### src/rtl/noise_pkg.sv
package noise_pkg;

  localparam int PER_W_DEF = 12;
  localparam int LEN_W_DEF = 8;
  localparam int VOL_W_DEF = 4;

  typedef struct packed {
    logic       halt_loop;
    logic       const_vol;
    logic [3:0] level;
  } vol_cfg_t;

  typedef struct packed {
    logic       short_mode;
    logic [3:0] idx;
  } per_cfg_t;

  function automatic logic [PER_W_DEF-1:0] period_lut(input logic [3:0] idx);
    logic [PER_W_DEF-1:0] p;
    case (idx)
      4'd0:  p = 12'd2;
      4'd1:  p = 12'd4;
      4'd2:  p = 12'd8;
      4'd3:  p = 12'd16;
      4'd4:  p = 12'd32;
      4'd5:  p = 12'd48;
      4'd6:  p = 12'd64;
      4'd7:  p = 12'd80;
      4'd8:  p = 12'd101;
      4'd9:  p = 12'd127;
      4'd10: p = 12'd190;
      4'd11: p = 12'd254;
      4'd12: p = 12'd381;
      4'd13: p = 12'd508;
      4'd14: p = 12'd1017;
      default: p = 12'd2034;
    endcase
    return p;
  endfunction

  // even indices carry the irregular values, odd indices (except 1) are idx-1
  function automatic logic [LEN_W_DEF-1:0] length_lut(input logic [4:0] idx);
    logic [LEN_W_DEF-1:0] n;
    if (idx[0] && idx != 5'd1) begin
      n = LEN_W_DEF'(idx) - 8'd1;
    end else begin
      case (idx)
        5'd0:  n = 8'd10;
        5'd1:  n = 8'd254;
        5'd2:  n = 8'd20;
        5'd4:  n = 8'd40;
        5'd6:  n = 8'd80;
        5'd8:  n = 8'd160;
        5'd10: n = 8'd60;
        5'd12: n = 8'd14;
        5'd14: n = 8'd26;
        5'd16: n = 8'd12;
        5'd18: n = 8'd24;
        5'd20: n = 8'd48;
        5'd22: n = 8'd96;
        5'd24: n = 8'd192;
        5'd26: n = 8'd72;
        5'd28: n = 8'd16;
        default: n = 8'd32;
      endcase
    end
    return n;
  endfunction

endpackage

### src/rtl/noise_timer.sv
module noise_timer #(
  parameter int W = 12
) (
  input  logic         clk_i,
  input  logic         rst_ni,
  input  logic [W-1:0] period_i,
  output logic         step_o
);
  logic [W-1:0] cnt_q;

  assign step_o = (cnt_q == '0);

  always_ff @(posedge clk_i or negedge rst_ni) begin
    if (!rst_ni)     cnt_q <= '0;
    else if (step_o) cnt_q <= period_i - W'(1);
    else             cnt_q <= cnt_q - W'(1);
  end


  step_gap_chk: assert property (@(posedge clk_i) disable iff (!rst_ni)
    (step_o && period_i > W'(1)) |=> !step_o);

endmodule

### src/rtl/noise_lfsr.sv
module noise_lfsr #(
  parameter int W         = 15,
  parameter int SHORT_TAP = 6
) (
  input  logic clk_i,
  input  logic rst_ni,
  input  logic step_i,
  input  logic short_i,
  output logic bit0_o
);
  logic [W-1:0] q, seed, nxt;
  logic         fb;

  always_comb begin
    seed = (q == '0) ? W'(1) : q;
    fb   = seed[0] ^ (short_i ? seed[SHORT_TAP] : seed[1]);
    nxt  = {fb, seed[W-1:1]};
  end

  always_ff @(posedge clk_i or negedge rst_ni) begin
    if (!rst_ni)     q <= W'(1);
    else if (step_i) q <= nxt;
  end

  assign bit0_o = q[0];


  lfsr_nonzero_chk: assert property (@(posedge clk_i) disable iff (!rst_ni)
    q != '0);

  lfsr_hold_chk: assert property (@(posedge clk_i) disable iff (!rst_ni)
    !step_i |=> $stable(q));

endmodule

### src/rtl/noise_env.sv
module noise_env #(
  parameter int W = 4
) (
  input  logic         clk_i,
  input  logic         rst_ni,
  input  logic         restart_i,
  input  logic         qtr_i,
  input  logic [W-1:0] rate_i,
  input  logic         loop_i,
  output logic [W-1:0] level_o
);
  logic [W-1:0] level_q, div_q;

  always_ff @(posedge clk_i or negedge rst_ni) begin
    if (!rst_ni) begin
      level_q <= '0;
      div_q   <= '0;
    end else if (restart_i) begin
      level_q <= '1;
      div_q   <= rate_i;
    end else if (qtr_i) begin
      if (div_q == '0) begin
        div_q <= rate_i;
        if (level_q != '0) level_q <= level_q - W'(1);
        else if (loop_i)   level_q <= '1;
      end else begin
        div_q <= div_q - W'(1);
      end
    end
  end

  assign level_o = level_q;


  env_restart_chk: assert property (@(posedge clk_i) disable iff (!rst_ni)
    restart_i |=> level_q == '1);

  env_idle_chk: assert property (@(posedge clk_i) disable iff (!rst_ni)
    (!restart_i && !qtr_i) |=> $stable(level_q));

endmodule

### src/rtl/noise_len.sv
module noise_len #(
  parameter int W = 8
) (
  input  logic         clk_i,
  input  logic         rst_ni,
  input  logic         en_i,
  input  logic         load_i,
  input  logic [W-1:0] load_val_i,
  input  logic         half_i,
  input  logic         halt_i,
  output logic         active_o
);
  logic [W-1:0] cnt_q;

  always_ff @(posedge clk_i or negedge rst_ni) begin
    if (!rst_ni)                              cnt_q <= '0;
    else if (!en_i)                           cnt_q <= '0;
    else if (load_i)                          cnt_q <= load_val_i;
    else if (half_i && !halt_i && cnt_q != '0) cnt_q <= cnt_q - W'(1);
  end

  assign active_o = (cnt_q != '0);


  len_clear_chk: assert property (@(posedge clk_i) disable iff (!rst_ni)
    !en_i |=> cnt_q == '0);

  len_step_chk: assert property (@(posedge clk_i) disable iff (!rst_ni)
    (en_i && !load_i) |=> (cnt_q == $past(cnt_q) || cnt_q == $past(cnt_q) - W'(1)));

  len_halt_chk: assert property (@(posedge clk_i) disable iff (!rst_ni)
    (en_i && !load_i && halt_i) |=> $stable(cnt_q));

endmodule

### src/rtl/noise_gen.sv
module noise_gen
  import noise_pkg::*;
#(
  parameter int LFSR_W    = 15,
  parameter int SHORT_TAP = 6,
  parameter int PER_W     = PER_W_DEF,
  parameter int LEN_W     = LEN_W_DEF,
  parameter int VOL_W     = VOL_W_DEF
) (
  input  logic             clk_i,
  input  logic             rst_ni,
  input  logic             en_i,
  input  logic             vol_we_i,
  input  logic             per_we_i,
  input  logic             len_we_i,
  input  logic [7:0]       wdata_i,
  input  logic             qtr_tick_i,
  input  logic             half_tick_i,
  output logic [VOL_W-1:0] sample_o
);
  vol_cfg_t          vol_q;
  per_cfg_t          per_q;
  logic              step, lfsr_bit0, len_active;
  logic [PER_W-1:0]  period;
  logic [LEN_W-1:0]  len_val;
  logic [VOL_W-1:0]  env_level, vol_field;

  always_ff @(posedge clk_i or negedge rst_ni) begin
    if (!rst_ni) begin
      vol_q <= '0;
      per_q <= '0;
    end else begin
      if (vol_we_i) vol_q <= wdata_i[5:0];
      if (per_we_i) per_q <= {wdata_i[7], wdata_i[3:0]};
    end
  end

  assign period    = PER_W'(period_lut(per_q.idx));
  assign len_val   = LEN_W'(length_lut(wdata_i[7:3]));
  assign vol_field = VOL_W'(vol_q.level);

  noise_timer #(.W(PER_W)) u_timer (
    .clk_i, .rst_ni, .period_i(period), .step_o(step)
  );

  noise_lfsr #(.W(LFSR_W), .SHORT_TAP(SHORT_TAP)) u_lfsr (
    .clk_i, .rst_ni, .step_i(step), .short_i(per_q.short_mode), .bit0_o(lfsr_bit0)
  );

  noise_env #(.W(VOL_W)) u_env (
    .clk_i, .rst_ni, .restart_i(len_we_i), .qtr_i(qtr_tick_i),
    .rate_i(vol_field), .loop_i(vol_q.halt_loop), .level_o(env_level)
  );

  noise_len #(.W(LEN_W)) u_len (
    .clk_i, .rst_ni, .en_i, .load_i(len_we_i), .load_val_i(len_val),
    .half_i(half_tick_i), .halt_i(vol_q.halt_loop), .active_o(len_active)
  );

  always_comb begin
    if (lfsr_bit0 || !len_active) sample_o = '0;
    else if (vol_q.const_vol)     sample_o = vol_field;
    else                          sample_o = env_level;
  end


  silent_when_off_chk: assert property (@(posedge clk_i) disable iff (!rst_ni)
    (!en_i && !lfsr_bit0) |=> (sample_o == '0));

  vol_write_chk: assert property (@(posedge clk_i) disable iff (!rst_ni)
    vol_we_i |=> vol_q == $past(wdata_i[5:0]));

endmodule

### config.mk
export PLATFORM = sky130hd
export DESIGN_NAME = noise_gen
export DESIGN_NICKNAME = d
export VERILOG_FILES = /design/src/rtl/noise_pkg.sv /design/src/rtl/noise_timer.sv /design/src/rtl/noise_lfsr.sv /design/src/rtl/noise_env.sv /design/src/rtl/noise_len.sv /design/src/rtl/noise_gen.sv
export SDC_FILE = /design/constraint.sdc
export NUM_CORES = 1
export LEC_CHECK = 0
export BUFFER_PORTS_ARGS = -buffer_cell sky130_fd_sc_hd__buf_2
export CORE_ASPECT_RATIO = 0.5
export CORE_MARGIN = 5
export CORE_UTILIZATION = 30
export CTS_BUF_LIST = sky130_fd_sc_hd__clkbuf_4
export DETAILED_ROUTE_END_ITERATION = 10
export PLACE_DENSITY_LB_ADDON = 0.3
export SLEW_MARGIN = 20
export SYNTH_ARGS = -nofsm -noshare
export SYNTH_HDL_FRONTEND = slang
export SYNTH_SLANG_ARGS = --single-unit
### constraint.sdc
create_clock -name clk_i -period 2.2 [get_ports clk_i]
set_input_delay 0.22 -clock clk_i [delete_from_list [all_inputs] [get_ports clk_i]]
set_output_delay 0.22 -clock clk_i [all_outputs]
set_load 0.1 [all_outputs]
==> out/results.ini, run 1 <==
[outcome]
status=complete, no violations

[logic_synthesis]
ys.flop_type=dfrtp_1
synth_edf_count=0
synth-simple-area-share=0.242
synth-compound-area-share=0.181
synth.distinct_cells=68
yosysWarnings=0
synth.top_cells.by_area=dfrtp_1 (39%), nand2_1 (7.1%), ha_1 (4.1%)
synth_top_family_by_area=simple AND/OR/NAND/NOR gates
synthAdderAreaFrac=0.0437
netlist.area_leader.share=0.392
synth_area_per_cell_um2=8.97
synth-seq-area-share=0.400
syn-cell-area_um2=3380
yosysTopAreaCell=dfrtp_1
synthXorXnorAreaFrac=0.0440
synth-seq-cells=54
synth_cells=377
async_flop_share=1.00
synth.net_count=404
synth_mux_area_frac=0.0470

[clock_tree]
clockRootBuffer=clkbuf_4
clkSinkCount=54
htreeDepth=2
numCtsBuffers=5
clock_latency_ns=0.38
clockBufferDepth=2
clk_pin_slew_ns=0.17
tritoncts=yes

[sta]
rsz0062_at_grt=false
slew_headroom=0.540
skew_ns=0.0143
max_freq_mhz=483
timing.hold.ws_ns=0.0870
finalHoldViolations=0
finalSetupViolations=0
fin_crit_sh=0.942
maxSlewViolCount=0
fin_crit_ns=2.07
max_slew.worst_pin.slew_ns=0.690
worst_slack_ns=0.128

[run]
cap_violations=0

[final_layout]
final_cell_mix=nand2_1 (64), dfrtp_1 (53), nor2_1 (26)
final_common_cell=nand2_1
area_delta_synth_final_pct=15.0
drive_gt1_frac=0.199
finalNetCount=429
final_area_um2=3890
finish.utilization=0.353
antenna_cells=0

[power_and_ir_drop]
p_per_area_nw_per_um2=809
ir_drop_v=0.000271
p_leak_nw=1.71

[global_routing]
grt-ovfl-total=0
grt_use_total=0.119
antenna_found_initial=0
grt_first_pass_wirelength_mm=13.7
grt_max_degree=55
grt_pass1_vias=2684

[placed_design]
placed_area_um2=3730
pre_cts_ws_ns=0.143
io_buffers=19
place_hpwl_mm=5.45
gp_congestion=0.800

[critical_path]
path_cells=inv_1 -> ha_1 -> nor3b_4 -> and2_4 -> nor3_2 -> buf_6
crit_arrival_ns=1.85
startpoint_type=flip-flop
reg2reg_slack_ns=0.16
cp-end-kind=output port
crit_type=reg -> out
worstPathMaxFanout=4
slowest_stage=dfrtp_1
cp.required_ns=1.98
critical-path-max-stage-delay_ns=0.43

[routing]
drcViolationCount=0
wire_per_inst_um=14.1
via_count=2772
ant_nets=0
drtIter0Drc=137
drtPass1Iterations=4
wl_mm=7.71
viasPerCell=5.06

[worst_hold_path]
hold_path_class=in -> reg

[floorplanning]
dieArea_um2=13600
top_level_ports=20
die_w_um=160
core-area_um2=11000
dieHeight_um=85.1
fp-row-count=27
start_util=0.307

## cell usage after synthesis, drive strengths merged, types with 3 or more instances
library cell and count:
nand2 64, dfrtp 53, a211oi 4, or3 3, inv 16, nor4 11
o21ai 19, a21boi 3, nor2 26, clkbuf 12, xor2 8, a31oi 8
or2 4, nand2b 6, buf 7, mux2 7, a21oi 19, nand3 8
nor3 15, nor3b 3, nor2b 4, a21o 6, xnor2 9, ha 11
mux2i 8, o21a 4
## worst max-delay path, delay by kind of cell, from the launching register on
kind          cells  cell delay (ns)
simple gates      3             0.53
flops             1             0.43
buf+inv           2             0.33
fa+ha+maj         1             0.19
## routing by layer
metal | vias up | wire (um) | GRT usage
met2 | 37 | 3410 | 0.193
met1 | 1339 | 3960 | 0.163
met5 | - | 0 | 0
met4 | 0 | 135 | 0.0304
met3 | 13 | 202 | 0.0238
li1 | 1383 | - | -
## power breakdown
part           internal (mW)  leakage [nW]  switching, mW
clock network          0.239        0.0374          0.327
logic                  0.484          1.00          0.706
registers               1.17         0.671          0.219
total                   1.89          1.71           1.25
## final timing paths
kind / start / end / cells past startpoint
worst max-delay path: u_len.cnt_q[0]$_DFFE_PN0P_ / sample_o[1] / 6
worst min-delay path: wdata_i[1] / vol_field[1]$_DFFE_PN0P_ / 2
worst max register to register: per_q[2]$_DFFE_PN0P_ / u_timer.cnt_q[10]$_DFF_PN0_ / 9
worst min register to register: u_lfsr.q[5]$_DFFE_PN0N_ / u_lfsr.q[4]$_DFFE_PN0N_ / 2
max in group asynchronous: rst_ni / per_q[0]$_DFFE_PN0P_ / 3
min in group asynchronous: rst_ni / u_len.cnt_q[0]$_DFFE_PN0P_ / 3
## logic make-up (layout without fill, tap and decap cells)
family,after synthesis,after routing
xor gates and xnor gates,17,17
buffers and inverters,36,62
and+or+nand+nor,155,155
DFF,54,54
muxes,15,15
AOI/OAI and AO/OA,88,88
adders and majority gates,12,12
## registers in the layout (all words and copies together) (netlist names)
| name | count |
|---|---|
| per_q | 5 |
| u_env.div_q | 4 |
| u_env.level_o | 4 |
| u_len.cnt_q | 8 |
| u_lfsr.q | 15 |
| u_timer.cnt_q | 12 |
| vol_field | 4 |
| vol_q | 2 |
## cell type report
cell class,count,area [um2]
Fill cell,1125,7120
Multi-Input combinational cell,287,1950
Inverter,17,63.8
Clock buffer,5,37.5
Sequential cell,54,1350
Clock inverter,3,45.0
Tap cell,145,181
Timing Repair Buffer,37,258
## per-stage QoR
| stage | setup TNS (ns) | cells | total power, mW |
|---|---|---|---|
| 3_5_place_dp | 0 | 537 | 2.53 |
| 3_3_place_gp | 0 | 537 | 2.53 |
| 6_report | 0 | 548 | 3.15 |
| 2_1_floorplan | -0.870 | 377 | 2.24 |
| 4_1_cts | 0 | 546 | 3.16 |
| 5_1_grt | 0 | 548 | 3.36 |
## timing repair
| action | in CTS | in global routing |
|---|---|---|
| setup buffers | 0 | 2 |
| pin swaps | 0 | 3 |
| endpoints found under the hold margin | 53 | 0 |
| hold buffers | 1 | 0 |
| setup endpoints to repair | 4 | 7 |
| gates resized for setup | 9 | 6 |
Note: power is estimated with default switching activity, not from simulation.
==> run 2: changes to the inputs <==
ABC_AREA = 1   (was default)
ABC_CLOCK_PERIOD_IN_PS = 2200   (was default)
==> run 2 against run 1 <==
First-iteration DRC count is 21% higher. Setup slack improved by 0.054 ns. Register-to-register slack better by 0.10 ns. Core utilization shrank 1.4 points. Critical path depth grew 1. Fmax is 2.7% higher. Clock-buffer cell count rose by 1. Via count grew 7.2%. Non-clock buffer count shrank 10. Highest routed layer unchanged.
==> out/results.ini, run 2 <==
[outcome]
status=complete, no violations

[logic_synthesis]
synth.top_cells.by_area=dfrtp_1 (39%), nand2_1 (15%), o21ai_0 (6.1%)
synth-seq-cells=54  ; unchanged
synth-seq-area-share=0.400  ; about the same
synth_edf_count=0  ; unchanged
yosysTopAreaCell=dfrtp_1
synth.distinct_cells=34  ; -50%
async_flop_share=1.00  ; unchanged
yosysWarnings=0  ; unchanged
synth_area_per_cell_um2=7.17  ; -20%
ys.flop_type=dfrtp_1
synth.net_count=499  ; +24%
syn-cell-area_um2=3380  ; about the same
synth_cells=472  ; +25%
ys_top_cells_by_count=nand2_1 (138), dfrtp_1 (53), inv_1 (52)
netlist.area_leader.share=0.392  ; about the same
synth_most_common_cell=nand2_1

[floorplanning]
top_level_ports=20  ; unchanged
fp-row-count=27  ; unchanged
die_w_um=160  ; about the same
dieHeight_um=85.1  ; about the same
dieArea_um2=13600  ; about the same
start_util=0.307  ; about the same
core-area_um2=11000  ; unchanged

[critical_path]
path_cells=inv_1 -> nand2_1 -> nor3_1 -> nand3_1 -> nand2_2 -> nor2_1 -> clkbuf_4
cp.required_ns=1.98  ; about the same
startpoint_type=flip-flop
critical-path-max-stage-delay_ns=0.44  ; about the same
crit_arrival_ns=1.80  ; -0.05 ns
cp-end-kind=output port
slowest_stage=dfrtp_1
crit_type=reg -> out
worstPathMaxFanout=4  ; unchanged
path_delay_family=simple AND/OR/NAND/NOR gates
path_buf_inv=2  ; unchanged

[run]
cap_violations=0  ; unchanged

[sta]
finalSetupViolations=0  ; unchanged
max_slew.worst_pin.slew_ns=0.647  ; -0.0422 ns
slew_headroom=0.568  ; +0.0282
fin_crit_sh=0.917  ; -0.0247
rsz0062_at_grt=false
maxSlewViolCount=0  ; unchanged
max_freq_mhz=496  ; +2.7%
finalHoldViolations=0  ; unchanged
worst_slack_ns=0.182  ; +0.0544 ns
skew_ns=0.0133  ; -0.00103 ns
fin_crit_ns=2.02  ; -0.0544 ns

[power_and_ir_drop]
design_power_total_mw=2.98  ; -5.3%
ir_drop_v=0.000224  ; -18%
p_per_area_nw_per_um2=798  ; -1.3%
p_leak_nw=1.83  ; +7.2%

[placed_design]
pre_cts_ws_ns=0.302  ; +0.159 ns
place_hpwl_mm=5.85  ; +7.4%
io_buffers=19  ; unchanged
dp.cells=632  ; +18%
gp_congestion=0.837  ; +4.6%

[final_layout]
largestRegisters=u_lfsr.q: 15 flops, u_timer.cnt_q: 12 flops, u_len.cnt_q: 8 flops
largest-register=u_lfsr.q
area_delta_synth_final_pct=10.3
largest_reg_flops=15  ; unchanged
final_common_cell=nand2_1
final_cell_mix=nand2_1 (137), dfrtp_1 (53), inv_1 (52)
drive_gt1_frac=0.113  ; -0.0856
fin_cells=641  ; +17%
finalNetCount=522  ; +22%
antenna_cells=0  ; unchanged

[routing]
wire_per_inst_um=11.9  ; -15%
drtPass1Iterations=4  ; unchanged
via_count=2972  ; +7.2%
ant_nets=0  ; unchanged
drcViolationCount=0  ; unchanged
viasPerCell=4.64  ; -8.3%
wl_mm=7.65  ; -0.77%
drtIter0Drc=166  ; +21%

[clock_tree]
clockBufferDepth=2  ; unchanged
clockRootBuffer=clkbuf_4
clkSinkCount=54  ; unchanged
htreeDepth=2  ; unchanged
post_cts_buffers=0  ; unchanged
tritoncts=yes
numCtsBuffers=5  ; unchanged
clk_pin_slew_ns=0.17  ; about the same
clock_latency_ns=0.40  ; +0.02 ns

[global_routing]
antenna_found_initial=0  ; unchanged
grt_pass1_vias=2907  ; +8.3%
grt_max_degree=29  ; -47%
grt-ovfl-total=0  ; unchanged
grt_use_total=0.118  ; -0.000509
grt_first_pass_wirelength_mm=13.5  ; -0.96%

[worst_hold_path]
hold_path_class=in -> reg

[run 2: changes by cell type in the layout (fill, tap and decap cells not counted), moves of 9 or more]
cell	previous run	this run
nand2_1	64	137
nor2_1	26	41
nand3_1	8	35
xnor2_1	9	0
buf_4	17	7
o21ai_0	17	41
inv_1	15	52
[run 2: logic make-up after synthesis]
kind of cell	Yosys count	share of synthesized area
buf+inv	66	0.0780
mux	2	0.00665
fa+ha+maj	11	0.0407
xor+xnor	10	0.0259
simple gates	244	0.314
flops	54	0.400
compound gates	85	0.135
[run 2: path summary, 6_finish.rpt]
check	startpoint	end	slack, ns	depth (start not counted)
setup / recovery	u_len.cnt_q[5]$_DFFE_PN0P_	sample_o[2]	0.18	7
hold / removal	wdata_i[1]	per_q[1]$_DFFE_PN0P_	0.04	3
setup reg to reg	per_q[1]$_DFFE_PN0P_	u_timer.cnt_q[10]$_DFF_PN0_	0.26	13
hold reg to reg	u_env.level_o[2]$_DFFE_PN0P_	u_env.level_o[2]$_DFFE_PN0P_	0.52	2
max in group asynchronous	rst_ni	vol_field[3]$_DFFE_PN0P_	1.21	3
min in group asynchronous	rst_ni	u_len.cnt_q[6]$_DFFE_PN0P_	0.35	2
[run 2: through the flow]
stage               instance area (um2)   util  TNS, ns  hold WS (ns)
floorplan                          3380      -   -0.211       -0.0756
global placement                   3660  0.332        0         0.286
detailed placement                 3660  0.332        0         0.290
CTS                                3720  0.338        0        0.0345
global route                       3730  0.339        0        0.0375
finish                             3730  0.339        0        0.0404
[run 2: worst reg2reg max path, cell delays in order (launching register included)]
cell and delay, ns:
dfrtp_1 0.47, nor2_2 0.21, nand2_2 0.08, nand2_1 0.07
o21ai_0 0.08, nand2_1 0.08, nand2_2 0.07, inv_1 0.07
ha_1 0.17, inv_1 0.06, nor2_2 0.13, nand3_2 0.14
o21bai_1 0.16, nand2_1 0.06
[run 2: power by group]
| group | total (mW) | leakage, nW | switching (mW) | internal [mW] |
|---|---|---|---|---|
| Clock | 0.470 | 0.0331 | 0.336 | 0.134 |
| Sequential | 1.30 | 0.671 | 0.125 | 1.18 |
| Combinational | 1.21 | 1.13 | 0.834 | 0.375 |
[run 2: what timing repair did]
item,4_1_cts,5_1_grt
endpoints found under the hold margin,24,0
resized for setup,0,5
endpoints found under the setup margin,0,4
hold buffers,1,0
[run 2: metal layers]
| metal | vias up | global-route usage | wire [um] |
|---|---|---|---|
| met2 | 40 | 0.198 | 3440 |
| li1 | 1573 | - | - |
| met1 | 1355 | 0.161 | 3960 |
| met5 | - | 0 | 0 |
| met4 | 0 | 0.0304 | 65 |
| met3 | 4 | 0.0189 | 176 |
[run 2: area by class of cell]
cell class | instances | area, um2
clock buffers | 6 | 45.0
fillers | 1207 | 7280
flip-flops and latches | 54 | 1350
repair buffers | 27 | 168
well taps | 145 | 181
inverters | 55 | 206
multi-input cells | 352 | 1770
clock inverters | 2 | 8.76
